File: config.mk
export PLATFORM = sky130hd
export DESIGN_NAME = cc_capture_regs
export DESIGN_NICKNAME = d
export VERILOG_FILES = /design/src/rtl/ccap_pkg.sv /design/src/rtl/ccap_ctrl.sv /design/src/rtl/ccap_datapath.sv /design/src/rtl/cc_capture_regs.sv
export SDC_FILE = /design/constraint.sdc
export NUM_CORES = 1
export LEC_CHECK = 0
export ABC_AREA = 1
export BUFFER_PORTS_ARGS = -buffer_cell sky130_fd_sc_hd__buf_2
export CAP_MARGIN = 20
export CORE_UTILIZATION = 43
export CTS_CLUSTER_DIAMETER = 40
export DETAILED_ROUTE_END_ITERATION = 12
export GPL_TIMING_DRIVEN = 0
export PLACE_DENSITY_LB_ADDON = 0.08
export SYNTH_ARGS = -nofsm -noshare
export SYNTH_HDL_FRONTEND = slang
export SYNTH_HIERARCHICAL = 1
export SYNTH_SLANG_ARGS = --single-unit
File: constraint.sdc
create_clock -name clk -period 3.1 [get_ports clk]
set_input_delay 0.155 -clock clk [delete_from_list [all_inputs] [get_ports clk]]
set_output_delay 0.155 -clock clk [all_outputs]
set_load 0.005 [all_outputs]
File: src/rtl/ccap_pkg.sv
package ccap_pkg;
  localparam int NUM_FIELDS = 2;

  typedef enum logic [1:0] {
    SEL_NONE = 2'd0,
    SEL_B1   = 2'd1,
    SEL_B2   = 2'd2,
    SEL_STAT = 2'd3
  } rdSel_e;

  typedef struct packed {
    logic   loadPair;
    logic   rdEn;
    rdSel_e rdSel;
  } ctrlStrobe_t;
endpackage

File: src/rtl/ccap_ctrl.sv
module ccap_ctrl
  import ccap_pkg::*;
#(
  parameter int ADDR_W = 8,
  parameter logic [ADDR_W-1:0] BASE_ADDR = 8'h1A,
  parameter int MISS_LIMIT = 4
) (
  input  logic                  clk,
  input  logic                  rstN,
  input  logic                  pairStrobe,
  input  logic                  pairField,
  input  logic                  fieldEnd,
  input  logic                  fieldEndId,
  input  logic                  capPresent,
  input  logic                  rdEn,
  input  logic [ADDR_W-1:0]     rdAddr,
  output ctrlStrobe_t           strb,
  output logic [NUM_FIELDS-1:0] validQ,
  output logic [NUM_FIELDS-1:0] rdyQ
);
  localparam int MISS_W = $clog2(MISS_LIMIT + 1);

  logic [ADDR_W-1:0] offs;
  rdSel_e sel;
  logic lastFieldQ;

  assign offs = rdAddr - BASE_ADDR;

  always_comb begin
    sel = SEL_NONE;
    if (offs == ADDR_W'(0))      sel = SEL_B1;
    else if (offs == ADDR_W'(1)) sel = SEL_B2;
    else if (offs == ADDR_W'(2)) sel = SEL_STAT;
  end

  assign strb.loadPair = pairStrobe;
  assign strb.rdEn     = rdEn;
  assign strb.rdSel    = sel;

  always_ff @(posedge clk) begin
    if (!rstN)           lastFieldQ <= 1'b0;
    else if (pairStrobe) lastFieldQ <= pairField;
  end

  for (genvar f = 0; f < NUM_FIELDS; f++) begin : g_field
    logic setRdy, clrRdy, endHere;
    logic [MISS_W-1:0] missQ;

    assign setRdy  = pairStrobe && (pairField == 1'(f));
    assign clrRdy  = rdEn && (sel == SEL_B2) && (lastFieldQ == 1'(f));
    assign endHere = fieldEnd && (fieldEndId == 1'(f));

    always_ff @(posedge clk) begin
      if (!rstN)       rdyQ[f] <= 1'b0;
      else if (setRdy) rdyQ[f] <= 1'b1;
      else if (clrRdy) rdyQ[f] <= 1'b0;
    end

    always_ff @(posedge clk) begin
      if (!rstN) begin
        validQ[f] <= 1'b0;
        missQ     <= '0;
      end else if (endHere) begin
        if (capPresent) begin
          validQ[f] <= 1'b1;
          missQ     <= '0;
        end else if (missQ == MISS_W'(MISS_LIMIT - 1)) begin
          validQ[f] <= 1'b0;
        end else begin
          missQ <= missQ + 1'b1;
        end
      end
    end

    p_rdy_set_r4: assert property (@(posedge clk) disable iff (!rstN)
      (pairStrobe && pairField == 1'(f)) |=> rdyQ[f]);
    p_rdy_keep_r5: assert property (@(posedge clk) disable iff (!rstN)
      (rdyQ[f] && !(rdEn && rdAddr == BASE_ADDR + ADDR_W'(1))) |=> rdyQ[f]);
    p_valid_set_r7: assert property (@(posedge clk) disable iff (!rstN)
      (fieldEnd && fieldEndId == 1'(f) && capPresent) |=> validQ[f]);
    p_valid_keep_r8: assert property (@(posedge clk) disable iff (!rstN)
      (validQ[f] && !(fieldEnd && fieldEndId == 1'(f) && !capPresent)) |=> validQ[f]);
  end
endmodule

File: src/rtl/ccap_datapath.sv
module ccap_datapath
  import ccap_pkg::*;
#(
  parameter int DATA_W = 8
) (
  input  logic                  clk,
  input  logic                  rstN,
  input  ctrlStrobe_t           strb,
  input  logic [DATA_W-1:0]     rawByteA,
  input  logic [DATA_W-1:0]     rawByteB,
  input  logic [NUM_FIELDS-1:0] validQ,
  input  logic [NUM_FIELDS-1:0] rdyQ,
  output logic [DATA_W-1:0]     rdData
);
  localparam int PAD_W = DATA_W - 2 * NUM_FIELDS;

  logic [DATA_W-1:0] byteAQ, byteBQ, statusW, rdNext;

  function automatic logic [DATA_W-1:0] tagParity(input logic [DATA_W-1:0] raw);
    return {^raw, raw[DATA_W-2:0]};
  endfunction

  always_ff @(posedge clk) begin
    if (!rstN) begin
      byteAQ <= '0;
      byteBQ <= '0;
    end else if (strb.loadPair) begin
      byteAQ <= tagParity(rawByteA);
      byteBQ <= tagParity(rawByteB);
    end
  end

  assign statusW = {{PAD_W{1'b0}}, rdyQ, validQ};

  always_comb begin
    case (strb.rdSel)
      SEL_B1:   rdNext = byteAQ;
      SEL_B2:   rdNext = byteBQ;
      SEL_STAT: rdNext = statusW;
      default:  rdNext = '0;
    endcase
  end

  always_ff @(posedge clk) begin
    if (!rstN)          rdData <= '0;
    else if (strb.rdEn) rdData <= rdNext;
  end

  p_low_bits_r2: assert property (@(posedge clk) disable iff (!rstN)
    strb.loadPair |=> (byteAQ[DATA_W-2:0] == $past(rawByteA[DATA_W-2:0]) &&
                       byteBQ[DATA_W-2:0] == $past(rawByteB[DATA_W-2:0])));
  p_parity_r3: assert property (@(posedge clk) disable iff (!rstN)
    strb.loadPair |=> (^byteAQ == $past(rawByteA[DATA_W-1])));
  p_oob_zero_r9: assert property (@(posedge clk) disable iff (!rstN)
    (strb.rdEn && strb.rdSel == SEL_NONE) |=> (rdData == '0));
  p_hold_r9: assert property (@(posedge clk) disable iff (!rstN)
    !strb.rdEn |=> $stable(rdData));
  p_status_pad_r10: assert property (@(posedge clk) disable iff (!rstN)
    (strb.rdEn && strb.rdSel == SEL_STAT) |=> (rdData[DATA_W-1:2*NUM_FIELDS] == '0));
endmodule

File: src/rtl/cc_capture_regs.sv
module cc_capture_regs
  import ccap_pkg::*;
#(
  parameter int DATA_W = 8,
  parameter int ADDR_W = 8,
  parameter logic [ADDR_W-1:0] BASE_ADDR = 8'h1A,
  parameter int MISS_LIMIT = 4
) (
  input  logic              clk,
  input  logic              rstN,
  input  logic              pairStrobe,
  input  logic              pairField,
  input  logic [DATA_W-1:0] rawByteA,
  input  logic [DATA_W-1:0] rawByteB,
  input  logic              fieldEnd,
  input  logic              fieldEndId,
  input  logic              capPresent,
  input  logic              rdEn,
  input  logic [ADDR_W-1:0] rdAddr,
  output logic [DATA_W-1:0] rdData
);
  ctrlStrobe_t strb;
  logic [NUM_FIELDS-1:0] validQ, rdyQ;

  ccap_ctrl #(.ADDR_W(ADDR_W), .BASE_ADDR(BASE_ADDR), .MISS_LIMIT(MISS_LIMIT)) i_ctrl (
    .clk(clk), .rstN(rstN), .pairStrobe(pairStrobe), .pairField(pairField),
    .fieldEnd(fieldEnd), .fieldEndId(fieldEndId), .capPresent(capPresent),
    .rdEn(rdEn), .rdAddr(rdAddr), .strb(strb), .validQ(validQ), .rdyQ(rdyQ)
  );

  ccap_datapath #(.DATA_W(DATA_W)) i_dp (
    .clk(clk), .rstN(rstN), .strb(strb), .rawByteA(rawByteA), .rawByteB(rawByteB),
    .validQ(validQ), .rdyQ(rdyQ), .rdData(rdData)
  );
endmodule

# Word-level counts from Yosys, hierarchy flattened
# Index checks and enable logic that the tools add are counted.
dict set report classes {
  n_addsub 3
  n_eq_ne 9
  n_mux 16
  bitwise 3
  n_reduce_logical 18
}
# cell n
set op_table {}
lappend op_table {{$pmux W8 S3} 1}
lappend op_table {{$reduce_xor A8 Y1} 2}
lappend op_table {{$mux W3} 4}
lappend op_table {{$eq A8 B1 Y1 const B} 1}
lappend op_table {{$eq A8 B2 Y1 const B} 1}
lappend op_table {{$logic_not A8 Y1} 1}
lappend op_table {{$mux W1} 8}
lappend op_table {{$reduce_and A2 Y1} 4}
lappend op_table {{$reduce_bool A2 Y1} 4}
lappend op_table {{$sub A8 B5 Y8 const B} 1}
lappend op_table {{$logic_and A1 B1 Y1} 7}
lappend op_table {{$add A3 B1 Y3 const B} 2}
lappend op_table {{$eq A3 B2 Y1 const B} 2}
lappend op_table {{$mux W2} 3}
lappend op_table {{$eq A2 B2 Y1 const B} 2}
lappend op_table {{$ne A2 B2 Y1 const B} 2}
lappend op_table {{$not A1 Y1} 3}
lappend op_table {{$eq A2 B1 Y1 const B} 1}
dict set report word_totals {
  reg_bits 35
  inputBits 32
}

# Logic depth before layout (Yosys ltp)
dict set report logic_depth {
  word_depth 10
  ltp_mapped 14
  mapped_depth_nobuf 14
}

# Hierarchy
# The synthesis kept the hierarchy.
# mod n_inst cells_per_inst area_each_um2
set by_module_without_submodules {}
lappend by_module_without_submodules {ccap_datapath 1 212 1293.7}
lappend by_module_without_submodules {ccap_ctrl 1 96 645.6}

# Worst setup path after synthesis
# OpenSTA, ideal clock, no wires.
dict set report synth_path {
  path_type {input -> register}
  from {in rdAddr[2]}
  to {reg i_dp.rdData[0]}
  setup_ns 0.070
  arrival_ns 1.736
  required_time_ns 3.030
  slack_ns 1.294
  cell_stages 14
  path_buffers 0
  cell_sequence {inv_1 -> ha_1 -> inv_1 -> nor2_1 -> nand3_1 -> nor2_2 -> nand2_1 -> a21oi_1 -> inv_2 -> nor2_4 -> nand2_1 -> nand3_1 -> nand2_1 -> a21oi_1}
}
# element line
set synth_lines {}
lappend synth_lines {{from (decl)} cc_capture_regs.sv:19} ;# input logic [ADDR_W-1:0] rdAddr,
lappend synth_lines {{to (signal assigned)} ccap_datapath.sv:46} ;# else if (strb.rdEn) rdData <= rdNext;
lappend synth_lines {{to (decl)} ccap_datapath.sv:13} ;# output logic [DATA_W-1:0] rdData

==> impl_metrics.toml <==
[status]
run_status = "finished, final reports clean"

[drt]
vias_per_cell = 4.67
drtPass1Iterations = 4
post_drt_wl_per_cell_microns = 9.94
drt-initial-drc-count = 58
routed_wl_mm = 4.04
drc_violations_left = 0
via_count = 1899
ant_nets = 0

[final_layout]
nets = 391
drive_above_1_share_pct = 17.5
postLayoutCellArea_sq_um = 2300
antennaDiodeCount = 0
syn2layout_area_growth_pct = 18.6

[critical_path]
worst_path_max_delay_cell = "a21oi_1"
worst_setup_ep_type = "flop"
critPathKind = "in -> reg"
worst_setup_path_startpoint = "rdAddr[1]"
critical-path-max-stage-delay_ns = 0.48
critical_path.most_common_cell = "nand2_1"
crit_path_max_delay_family = "simple AND/OR/NAND/NOR gates"
reg2reg_from = "i_ctrl/g_field[1].missQ[0]"
critPathLaunchType = "primary input"
cp.arrival_ns = 2.09
worst_path_buf_inv = 4
worstPathCellList = "buf_2 -> inv_2 -> ha_1 -> inv_1 -> nor2_1 -> nand3_1 -> nor2_2 -> nand2_1 -> a21oi_1 -> inv_2 -> nor2_4 -> nand2_1 -> nand3_1 -> nand2_1 -> a21oi_1"
timing.critical_path.fanout_max = 8
worst-endpoint-required_ns = 3.32

[synth]
syn_nets = 345
ys_types = 25
yosysTopAreaCellShare_pct = 36.1
netlist_top_cells_area = "dfxtp_1, nand2_1, inv_1"
synthArstFlopShare_pct = 0
synth_common_cells = "nand2_1, inv_1, dfxtp_1"
yosys_warnings = 6
synth_register_bits = 35
top_count_cell_post_synth = "nand2_1"
number_of_enable_type_register_cells_in_the_synthesized_netlist = 0
post_synth.cell_area_avg_sq_um = 6.30
synth_top_cell_by_area = "dfxtp_1"
ys_dominant_reg_cell = "dfxtp_1"
synthCells = 308
post_synth_instance_area_sq_um = 1940
synth_sequential_area_ratio_pct = 36.1

[floorplanning]
start_util_pct = 44.5
rows = 24
fp.dieArea_sq_um = 4780
ioPinCount = 40
core_sq_um = 4350
die_h_microns = 69.2
chipWidth_microns = 69.2

[timing]
finalHoldViolations = 0
setup_tns_ns = 0
fmax_mhz = 536
min_period_over_period_pct = 60.2
worst_clock_skew_ns = 0.00332
min_period_ns = 1.87
setup-violations-final = 0
slew-limit-headroom_pct = 60.0
slew_at_the_pin_with_the_worst_max_slew_slack_ns = 0.600
setup_repair_after_global_routing_missed_its_margin = "no"
maxSlewViolCount = 0

[flow_run]
drv.max_cap_violation_count = 0

[grt]
aggregate_global_route_resource_usage_pct = 18.6
grt_pass1_vias = 1728
globalRoute.totalOverflow = 0
grt_max_degree = 11
grt_first_pass_wirelength_mm = 7.29
antenna_violations_before_repair = 0

[clock_network]
numClockSinks = 35
post_cts_resize_count = 0
clockRootBuffer = "clkbuf_8"
clk_pin_slew_worst_paths_ns = 0.07
cts_max_path_buffers = 2
cts-buffers-inserted = 5
tritoncts_clock_tree = "yes"
htree_num_levels = 2
post-cts-setup-buffers = 0
clkLatencyLatePin_ns = 0.28
ctsHoldBuffers = 0

[place]
dpl_cell_area_sq_um = 2200
gp_congestion = 0.783
detailedPlacementHpwl_mm = 3.08
place.port_buffers = 39

[power_and_ir_drop]
p_leak_nw = 1.23
power-per-cell-area_nw_per_um2 = 431
ir_drop_v = 0.000187

[hold_path]
hold_path.startpoint = "pairField"
hold_path.class = "in -> reg"
## cell usage in the layout, fill, tap and decap left out
cell / instances
clkbuf_1: 4
inv_2: 5
a31o_1: 4
buf_2: 40
nand3_1: 13
xnor2_1: 1
or2_2: 1
nand3b_1: 1
inv_1: 43
clkbuf_8: 7
a211oi_1: 1
nand2_2: 2
buf_6: 1
nand4_1: 2
o211a_1: 1
o21ai_0: 24
a21oi_2: 1
nor2_1: 19
buf_4: 2
buf_1: 1
nor2_4: 2
a21oi_1: 27
ha_1: 5
dfxtp_1: 35
nor2_2: 1
nand2_1: 112
## layer usage
layer / GRT usage [%] / vias up / wire length, microns
met5: 0 / - / 0
met4: 6.80 / 0 / 62
met1: 25.7 / 800 / 2150
met3: 4.68 / 7 / 169
li1: - / 1051 / -
met2: 27.8 / 41 / 1660
## state kept, by name, indices dropped and copies added, names as in the netlist
signal / cells
i_dp/rdData: 8
i_ctrl/lastFieldQ: 1
i_ctrl/validQ: 2
i_dp/byteBQ: 8
i_dp/byteAQ: 8
i_ctrl/g_field.missQ: 6
i_ctrl/rdyQ: 2
## stage by stage
step | hold WS (ns) | util (%) | std cells | worst slack [ns] | total power [mW]
floorplan | 0.291 | - | 308 | 1.29 | 0.589
global placement | 0.426 | 50.5 | 399 | 0.985 | 0.642
detailed placement | 0.428 | 50.5 | 399 | 0.950 | 0.645
CTS | 0.117 | 52.8 | 407 | 1.26 | 1.01
global route | 0.142 | 52.8 | 407 | 1.01 | 1.06
finish | 0.129 | 52.8 | 407 | 1.23 | 0.991
## cell type report
type / instances / area, sq um
Fill cell: 453 / 2050
Multi-Input combinational cell: 217 / 1010
Sequential cell: 35 / 701
Timing Repair Buffer: 39 / 195
Inverter: 48 / 180
Clock buffer: 8 / 100
Tap cell: 52 / 65.1
Buffer: 8 / 46.3
## path summary, 6_finish.rpt
kind                                                   end  slack [ns]  depth (start not counted)
worst min register to register            i_ctrl/validQ[0]        0.46                          2
worst max register to register  i_ctrl/g_field[1].missQ[2]        1.77                          6
worst min-delay path                        i_ctrl/rdyQ[1]        0.13                          3
worst max-delay path                        i_dp/rdData[0]        1.23                         15
## logic make-up after synthesis
| group | share of synthesized area, % |
|---|---|
| flops | 36.1 |
| compound gates | 16.3 |
| fa+ha+maj | 3.23 |
| xor+xnor | 0.452 |
| simple gates | 32.2 |
| buf+inv | 11.7 |
## worst register-to-register path: stages (launching register included)
cell and delay (ns):
dfxtp_1 0.36, ha_1 0.16, ha_1 0.16, inv_1 0.05, o21ai_0 0.32, nand2_1 0.09
a21oi_1 0.14
## power breakdown
part / internal [mW] / switching [mW]
registers: 0.475 / 0.0126
clock network: 0.203 / 0.154
logic: 0.0587 / 0.0884
total: 0.736 / 0.255
Power figures use the tool's default switching activity.
